**config.mk**
```make
export PLATFORM = sky130hd
export DESIGN_NAME = rmc_fix_detect
export DESIGN_NICKNAME = d
export VERILOG_FILES = /design/src/rtl/rmc_fix_pkg.sv /design/src/rtl/rmc_hdr_match.sv /design/src/rtl/rmc_field_track.sv /design/src/rtl/rmc_fix_hold.sv /design/src/rtl/rmc_fix_detect.sv
export SDC_FILE = /design/constraint.sdc
export NUM_CORES = 1
export LEC_CHECK = 0
export ABC_CLOCK_PERIOD_IN_PS = 3200
export CAP_MARGIN = 25
export CORE_MARGIN = 5
export CORE_UTILIZATION = 28
export CTS_BUF_LIST = sky130_fd_sc_hd__clkbuf_2
export DETAILED_ROUTE_END_ITERATION = 8
export GPL_ROUTABILITY_DRIVEN = 0
export PLACE_DENSITY = 0.45
export SYNTH_ARGS = -nofsm -noshare
export SYNTH_HDL_FRONTEND = slang
export SYNTH_SLANG_ARGS = --single-unit
```
**constraint.sdc**
```tcl
create_clock -name clk -period 3.2 [get_ports clk]
set_input_delay 0.64 -clock clk [delete_from_list [all_inputs] [get_ports clk]]
set_output_delay 0.64 -clock clk [all_outputs]
set_load 0.02 [all_outputs]
```
**src/rtl/rmc_fix_pkg.sv**
```systemverilog
package rmc_fix_pkg;

  typedef enum logic [1:0] {
    PS_IDLE,
    PS_HDR,
    PS_BODY
  } prs_state_t;

  localparam logic [7:0] CH_START  = 8'h24;
  localparam logic [7:0] CH_COMMA  = 8'h2C;
  localparam logic [7:0] CH_STAR   = 8'h2A;
  localparam logic [7:0] CH_CR     = 8'h0D;
  localparam logic [7:0] CH_FIX_OK = 8'h41;
  localparam logic [7:0] CH_ZERO   = 8'h30;

  localparam int HDR_LEN = 5;
  localparam logic [8*HDR_LEN-1:0] HDR_TAG = "GPRMC";

  function automatic logic [7:0] hdr_char(input int idx);
    return HDR_TAG[8*(HDR_LEN-1-idx) +: 8];
  endfunction

endpackage

```
**src/rtl/rmc_hdr_match.sv**
```systemverilog
module rmc_hdr_match
  import rmc_fix_pkg::*;
(
  input  logic       clk,
  input  logic       rst_n,
  input  logic       byte_en,
  input  logic [7:0] byte_in,
  output logic       sent_start,
  output logic       body_byte,
  output logic       term_hit,
  output logic       body_active
);

  localparam int POS_W = $clog2(HDR_LEN + 1);

  prs_state_t       state_q;
  logic [POS_W-1:0] pos_q;
  logic             is_start;
  logic             is_term;

  always_comb begin
    is_start    = byte_en && (byte_in == CH_START);
    is_term     = (byte_in == CH_STAR) || (byte_in == CH_CR);
    sent_start  = is_start;
    term_hit    = byte_en && (state_q == PS_BODY) && is_term;
    body_byte   = byte_en && (state_q == PS_BODY) && !is_start && !is_term;
    body_active = (state_q == PS_BODY);
  end

  always_ff @(posedge clk or negedge rst_n) begin
    if (!rst_n) begin
      state_q <= PS_IDLE;
      pos_q   <= '0;
    end else if (is_start) begin
      state_q <= PS_HDR;
      pos_q   <= '0;
    end else if (byte_en) begin
      case (state_q)
        PS_HDR: begin
          if (pos_q == POS_W'(HDR_LEN)) begin
            state_q <= (byte_in == CH_COMMA) ? PS_BODY : PS_IDLE;
          end else if (byte_in == hdr_char(int'(pos_q))) begin
            pos_q <= pos_q + 1'b1;
          end else begin
            state_q <= PS_IDLE;
          end
        end
        PS_BODY: begin
          if (is_term) state_q <= PS_IDLE;
        end
        default: state_q <= PS_IDLE;
      endcase
    end
  end

  AST_BODY_AFTER_COMMA: assert property (@(posedge clk) disable iff (!rst_n)
    $rose(body_active) |-> $past(byte_en && (byte_in == CH_COMMA)));

endmodule

```
**src/rtl/rmc_field_track.sv**
```systemverilog
module rmc_field_track
  import rmc_fix_pkg::*;
#(
  parameter int DIGITS       = 6,
  parameter int FIELD_W      = 4,
  parameter int TIME_FIELD   = 1,
  parameter int STATUS_FIELD = 2,
  parameter int DATE_FIELD   = 9
) (
  input  logic                  clk,
  input  logic                  rst_n,
  input  logic                  sent_start,
  input  logic                  body_byte,
  input  logic [7:0]            byte_in,
  output logic [FIELD_W-1:0]    field_idx,
  output logic [7:0]            status_ch,
  output logic [8*DIGITS-1:0]   time_sh,
  output logic [8*DIGITS-1:0]   date_sh
);

  localparam int CHAR_W = $clog2(DIGITS + 1);
  localparam logic [FIELD_W-1:0] FIELD_MAX = '1;

  logic [FIELD_W-1:0] field_q;
  logic [CHAR_W-1:0]  char_q;
  logic               is_comma;
  logic               data_byte;

  assign is_comma  = (byte_in == CH_COMMA);
  assign data_byte = body_byte && !is_comma;

  always_ff @(posedge clk or negedge rst_n) begin
    if (!rst_n) begin
      field_q   <= '0;
      char_q    <= '0;
      status_ch <= '0;
    end else if (sent_start) begin
      field_q   <= FIELD_W'(1);
      char_q    <= '0;
      status_ch <= '0;
    end else if (body_byte) begin
      if (is_comma) begin
        if (field_q != FIELD_MAX) field_q <= field_q + 1'b1;
        char_q <= '0;
      end else begin
        if (char_q != CHAR_W'(DIGITS)) char_q <= char_q + 1'b1;
        if ((field_q == FIELD_W'(STATUS_FIELD)) && (char_q == '0)) status_ch <= byte_in;
      end
    end
  end

  for (genvar g = 0; g < DIGITS; g++) begin : g_slot
    logic [7:0] tslot_q;
    logic [7:0] dslot_q;
    logic       hit;

    assign hit = data_byte && (char_q == CHAR_W'(g));

    always_ff @(posedge clk or negedge rst_n) begin
      if (!rst_n) begin
        tslot_q <= CH_ZERO;
        dslot_q <= CH_ZERO;
      end else if (sent_start) begin
        tslot_q <= CH_ZERO;
        dslot_q <= CH_ZERO;
      end else if (hit) begin
        if (field_q == FIELD_W'(TIME_FIELD)) tslot_q <= byte_in;
        if (field_q == FIELD_W'(DATE_FIELD)) dslot_q <= byte_in;
      end
    end

    assign time_sh[8*(DIGITS-1-g) +: 8] = tslot_q;
    assign date_sh[8*(DIGITS-1-g) +: 8] = dslot_q;
  end

  assign field_idx = field_q;

  AST_FIELD_MONO: assert property (@(posedge clk) disable iff (!rst_n)
    (field_q < $past(field_q)) |-> $past(sent_start));

endmodule

```
**src/rtl/rmc_fix_hold.sv**
```systemverilog
module rmc_fix_hold #(
  parameter int TIMEOUT_S = 3
) (
  input  logic clk,
  input  logic rst_n,
  input  logic commit,
  input  logic status_ok,
  input  logic tick,
  output logic fix
);

  localparam int CNT_W = $clog2(TIMEOUT_S + 1);
  localparam logic [CNT_W-1:0] CNT_FULL = CNT_W'(TIMEOUT_S);
  localparam logic [CNT_W-1:0] CNT_LAST = CNT_W'(TIMEOUT_S - 1);

  logic [CNT_W-1:0] cnt_q;

  always_ff @(posedge clk or negedge rst_n) begin
    if (!rst_n) begin
      cnt_q <= '0;
      fix   <= 1'b0;
    end else if (commit) begin
      cnt_q <= '0;
      fix   <= status_ok;
    end else if (tick && (cnt_q != CNT_FULL)) begin
      cnt_q <= cnt_q + 1'b1;
      if (cnt_q == CNT_LAST) fix <= 1'b0;
    end
  end

  AST_FIX_RISE_SRC: assert property (@(posedge clk) disable iff (!rst_n)
    $rose(fix) |-> $past(commit && status_ok));

  AST_STALE_NO_FIX: assert property (@(posedge clk) disable iff (!rst_n)
    (cnt_q == CNT_FULL) |-> !fix);

endmodule

```
**src/rtl/rmc_fix_detect.sv**
```systemverilog
module rmc_fix_detect
  import rmc_fix_pkg::*;
#(
  parameter int TIMEOUT_S = 3,
  parameter int DIGITS    = 6
) (
  input  logic                clk,
  input  logic                rst_n,
  input  logic                in_valid,
  input  logic [7:0]          in_data,
  output logic                in_ready,
  input  logic                tick_1hz,
  output logic                fix_valid,
  output logic                upd_pulse,
  output logic [8*DIGITS-1:0] utc_time,
  output logic [8*DIGITS-1:0] utc_date
);

  localparam int FIELD_W      = 4;
  localparam int TIME_FIELD   = 1;
  localparam int STATUS_FIELD = 2;
  localparam int DATE_FIELD   = 9;

  logic                byte_en;
  logic                sent_start;
  logic                body_byte;
  logic                term_hit;
  logic                body_active;
  logic [FIELD_W-1:0]  field_idx;
  logic [7:0]          status_ch;
  logic [8*DIGITS-1:0] time_sh;
  logic [8*DIGITS-1:0] date_sh;
  logic                commit;

  assign in_ready = 1'b1;
  assign byte_en  = in_valid && in_ready;

  rmc_hdr_match u_hdr (
    .clk         (clk),
    .rst_n       (rst_n),
    .byte_en     (byte_en),
    .byte_in     (in_data),
    .sent_start  (sent_start),
    .body_byte   (body_byte),
    .term_hit    (term_hit),
    .body_active (body_active)
  );

  rmc_field_track #(
    .DIGITS       (DIGITS),
    .FIELD_W      (FIELD_W),
    .TIME_FIELD   (TIME_FIELD),
    .STATUS_FIELD (STATUS_FIELD),
    .DATE_FIELD   (DATE_FIELD)
  ) u_fields (
    .clk        (clk),
    .rst_n      (rst_n),
    .sent_start (sent_start),
    .body_byte  (body_byte),
    .byte_in    (in_data),
    .field_idx  (field_idx),
    .status_ch  (status_ch),
    .time_sh    (time_sh),
    .date_sh    (date_sh)
  );

  assign commit = term_hit && (field_idx >= FIELD_W'(DATE_FIELD));

  rmc_fix_hold #(
    .TIMEOUT_S (TIMEOUT_S)
  ) u_hold (
    .clk       (clk),
    .rst_n     (rst_n),
    .commit    (commit),
    .status_ok (status_ch == CH_FIX_OK),
    .tick      (tick_1hz),
    .fix       (fix_valid)
  );

  always_ff @(posedge clk or negedge rst_n) begin
    if (!rst_n) begin
      upd_pulse <= 1'b0;
      utc_time  <= {DIGITS{CH_ZERO}};
      utc_date  <= {DIGITS{CH_ZERO}};
    end else begin
      upd_pulse <= commit;
      if (commit) begin
        utc_time <= time_sh;
        utc_date <= date_sh;
      end
    end
  end

  AST_UPD_SINGLE: assert property (@(posedge clk) disable iff (!rst_n)
    upd_pulse |=> !upd_pulse);

  AST_TIME_HOLD: assert property (@(posedge clk) disable iff (!rst_n)
    !$stable(utc_time) |-> upd_pulse);

  AST_DATE_HOLD: assert property (@(posedge clk) disable iff (!rst_n)
    !$stable(utc_date) |-> upd_pulse);

endmodule

```
==> metrics.cfg <==
[die]
io_pins=111
start_util_pct=28.5
fp.dieArea_sq_um=37000
coreArea_sq_um=32700
num_rows=66
die_w_um=192
die_h_um=192

[worst_setup_path]
slowest_delay_ps=540
critPathKind=reg2reg
worstPathCellList=inv_1, ha_1, nor4b_1, xor2_1, nor4_1, o2111ai_1, or4_1, a21oi_1
critPathBufInv=1
required_ps=3900
endpoint_kind=flop
cpMaxStageDelayCell=dfrtp_1
arrival_ps=3410
path_delay_family=simple AND/OR/NAND/NOR gates
cp-start-kind=flop
crit_path_max_fanout=9

[power_and_ir_drop]
powerDensity_nw_per_um2=429
p_total_mw=5.05
peakVddDrop_v=0.000177
leakage_nw=5.30

[yosys]
synthesis.nets=803
seq_area_frac_synth_pct=58.7
synth.area.top_cells=dfrtp_1 (45%), mux2_2 (14%), dfstp_2 (14%), nand2_1 (5.3%), o21ai_0 (3.4%)
yosysMostFrequentCell=dfrtp_1
synth_area_sq_um=9310
synth_seq_cells=216
syn_inst=777
synth_area_leader_cell=dfrtp_1
ys_warn_count=0
synth_common_cells=dfrtp_1 (168), nand2_1 (132), mux2_2 (117)
synth_top_area_share_pct=45.2
synthArstFlopShare_pct=100
synth_cell_types=53
syn_area_per_cell_sq_um=12.0
synth-main-ff-cell=dfrtp_1
synth_edf_count=0

[global_routing]
antenna_found_initial=1
grt_pass1_vias=6506
grt_max_degree=84
grtUsageTotal_pct=13.1
grt_pass1_wl_mm=37.9
overflow=0

[finish]
finalInstanceArea_sq_um=11800
nNetsFinal=966
drive_above_1_share_pct=33.6
final_cells=1433
finish.utilization_pct=36.0
area_growth_pct=26.4

[sta]
finalHoldViolCount=0
worst_pin_slew_ps=661
slew_viol_final=0
fin_ws_ps=483
finClkSkew_ps=60.9
fin_crit_ps=2720
hold-worst-slack_ps=433
rsz0062_at_grt=false
fin_crit_sh_pct=84.9
setup_tns_ps=0
setup_viol=0
relSlewSlack_pct=55.9
fmax_mhz=368

[clock_tree]
worstSkewPairLatency_ps=820
hold_buffers=1
cts_resized=0
cts.sinks=216
htreeDepth=2
cts_tree=done
numCtsBuffers=58
root_buffer=clkbuf_2
clk_path_buf_depth=3
clk_pin_slew_ps=100
cts_setup_buffers=0

[drt]
drt_pass1_iterations=4
drt-initial-drc-count=353
ant_nets=0
route.final.wire_length_mm=24.0
drcViolationCount=0
viasPerCell=4.39
num_vias=6289
wl_per_cell_um=16.7

[placement]
pre_cts_ws_ps=43.2
dp.cells=1321
place_area_sq_um=11200
post-dp-hpwl_mm=16.0
numPortBuffers=109

[min_path]
hold_path_class=in2async

[outcome]
status=finished, final reports clean

[run]
maxCapViolCount=0

## where the power goes
part | internal (mW) | leakage, nW | switching (mW) | total (mW)
registers | 2.79 | 2.82 | 0.0339 | 2.83
logic | 0.101 | 2.06 | 0.178 | 0.279
clock network | 0.792 | 0.425 | 1.15 | 1.94
total | 3.68 | 5.30 | 1.36 | 5.05
## worst register-to-register path, stage by stage (launching register included)
cell	delay (ps)
dfrtp_1	540
inv_1	130
ha_1	370
nor4b_1	370
xor2_1	110
nor4_1	260
o2111ai_1	260
or4_1	450
a21oi_1	140
## final cells by class
cell class | instances | area [sq um]
antenna | 1 | 2.50
clock buffer | 97 | 485
clock inverter | 13 | 52.6
fill | 3348 | 20900
inverter | 16 | 60.1
multi-input combinational | 491 | 3560
sequential | 216 | 5470
tap | 442 | 553
timing repair buffer | 157 | 1580
## metal layers
metal	GRT usage, %	routed length, um
met1	18.1	11300
met2	20.3	11000
met3	3.20	1200
met4	3.89	413
met5	0	0
## logic make-up (layout without fill, tap and decap cells)
kind of cell,Yosys count,in the layout,synth area share (%)
compound gates,92,92,5.47
xor+xnor,5,5,0.471
fa+ha+maj,14,14,1.88
buf+inv,70,283,3.20
flops,216,216,58.7
mux,149,149,17.7
other cells,1,2,0.0403
simple gates,230,230,12.5
## registers in the layout, summed over array words and instances, names as in the netlist
name and flops:
u_hdr.pos_q 3, u_hdr.state_q 2, u_hold.cnt_q 2, u_fields.char_q 3, u_fields.g_slot.dslot_q 48, utc_time 48, u_hold.fix 1, utc_date 48
u_fields.g_slot.tslot_q 48, upd_pulse 1, u_fields.field_idx 4, u_fields.status_ch 8
## final timing paths
| check | slack (ps) | cells after the start | start | endpoint |
|---|---|---|---|---|
| hold reg to reg | 490 | 1 | u_fields.g_slot[3].dslot_q[1]$_DFFE_PN0P_ | utc_date[17]$_DFFE_PN0P_ |
| setup reg to reg | 480 | 8 | u_hdr.pos_q[0]$_DFFE_PN0P_ | u_hdr.pos_q[2]$_DFFE_PN0P_ |
| max in group asynchronous | 1960 | 3 | rst_n | utc_date[29]$_DFFE_PN1P_ |
| hold / removal | 430 | 2 | rst_n | u_fields.status_ch[1]$_DFFE_PN0P_ |
| min in group clk | 490 | 1 | u_fields.g_slot[3].dslot_q[1]$_DFFE_PN0P_ | utc_date[17]$_DFFE_PN0P_ |
| setup / recovery | 480 | 8 | u_hdr.pos_q[0]$_DFFE_PN0P_ | u_hdr.pos_q[2]$_DFFE_PN0P_ |
## cell usage in the layout, fill, tap and decap left out, drive strengths merged, types with 2 or more instances in the layout
cell type	synthesis	layout
nand3	10	10
nor3b	3	3
nor3	5	5
xor2	3	3
nand2b	6	6
and2	2	2
dfstp	48	48
nand2	132	132
and3	2	2
nor4bb	3	3
or4	3	3
nor2b	6	6
clkinv	0	11
inv	16	17
xnor2	2	2
ha	14	14
nand4	2	2
buf	25	48
mux2	120	120
dfrtp	168	168
mux2i	29	29
clkbuf	29	97
a21o	2	2
nor4b	5	5
nor4	13	13
a21oi	11	11
o21ai	68	68
nor2	31	31
or2	3	3
clkdlybuf4s50	0	108
No activity file was read; power rests on OpenSTA's default activity.
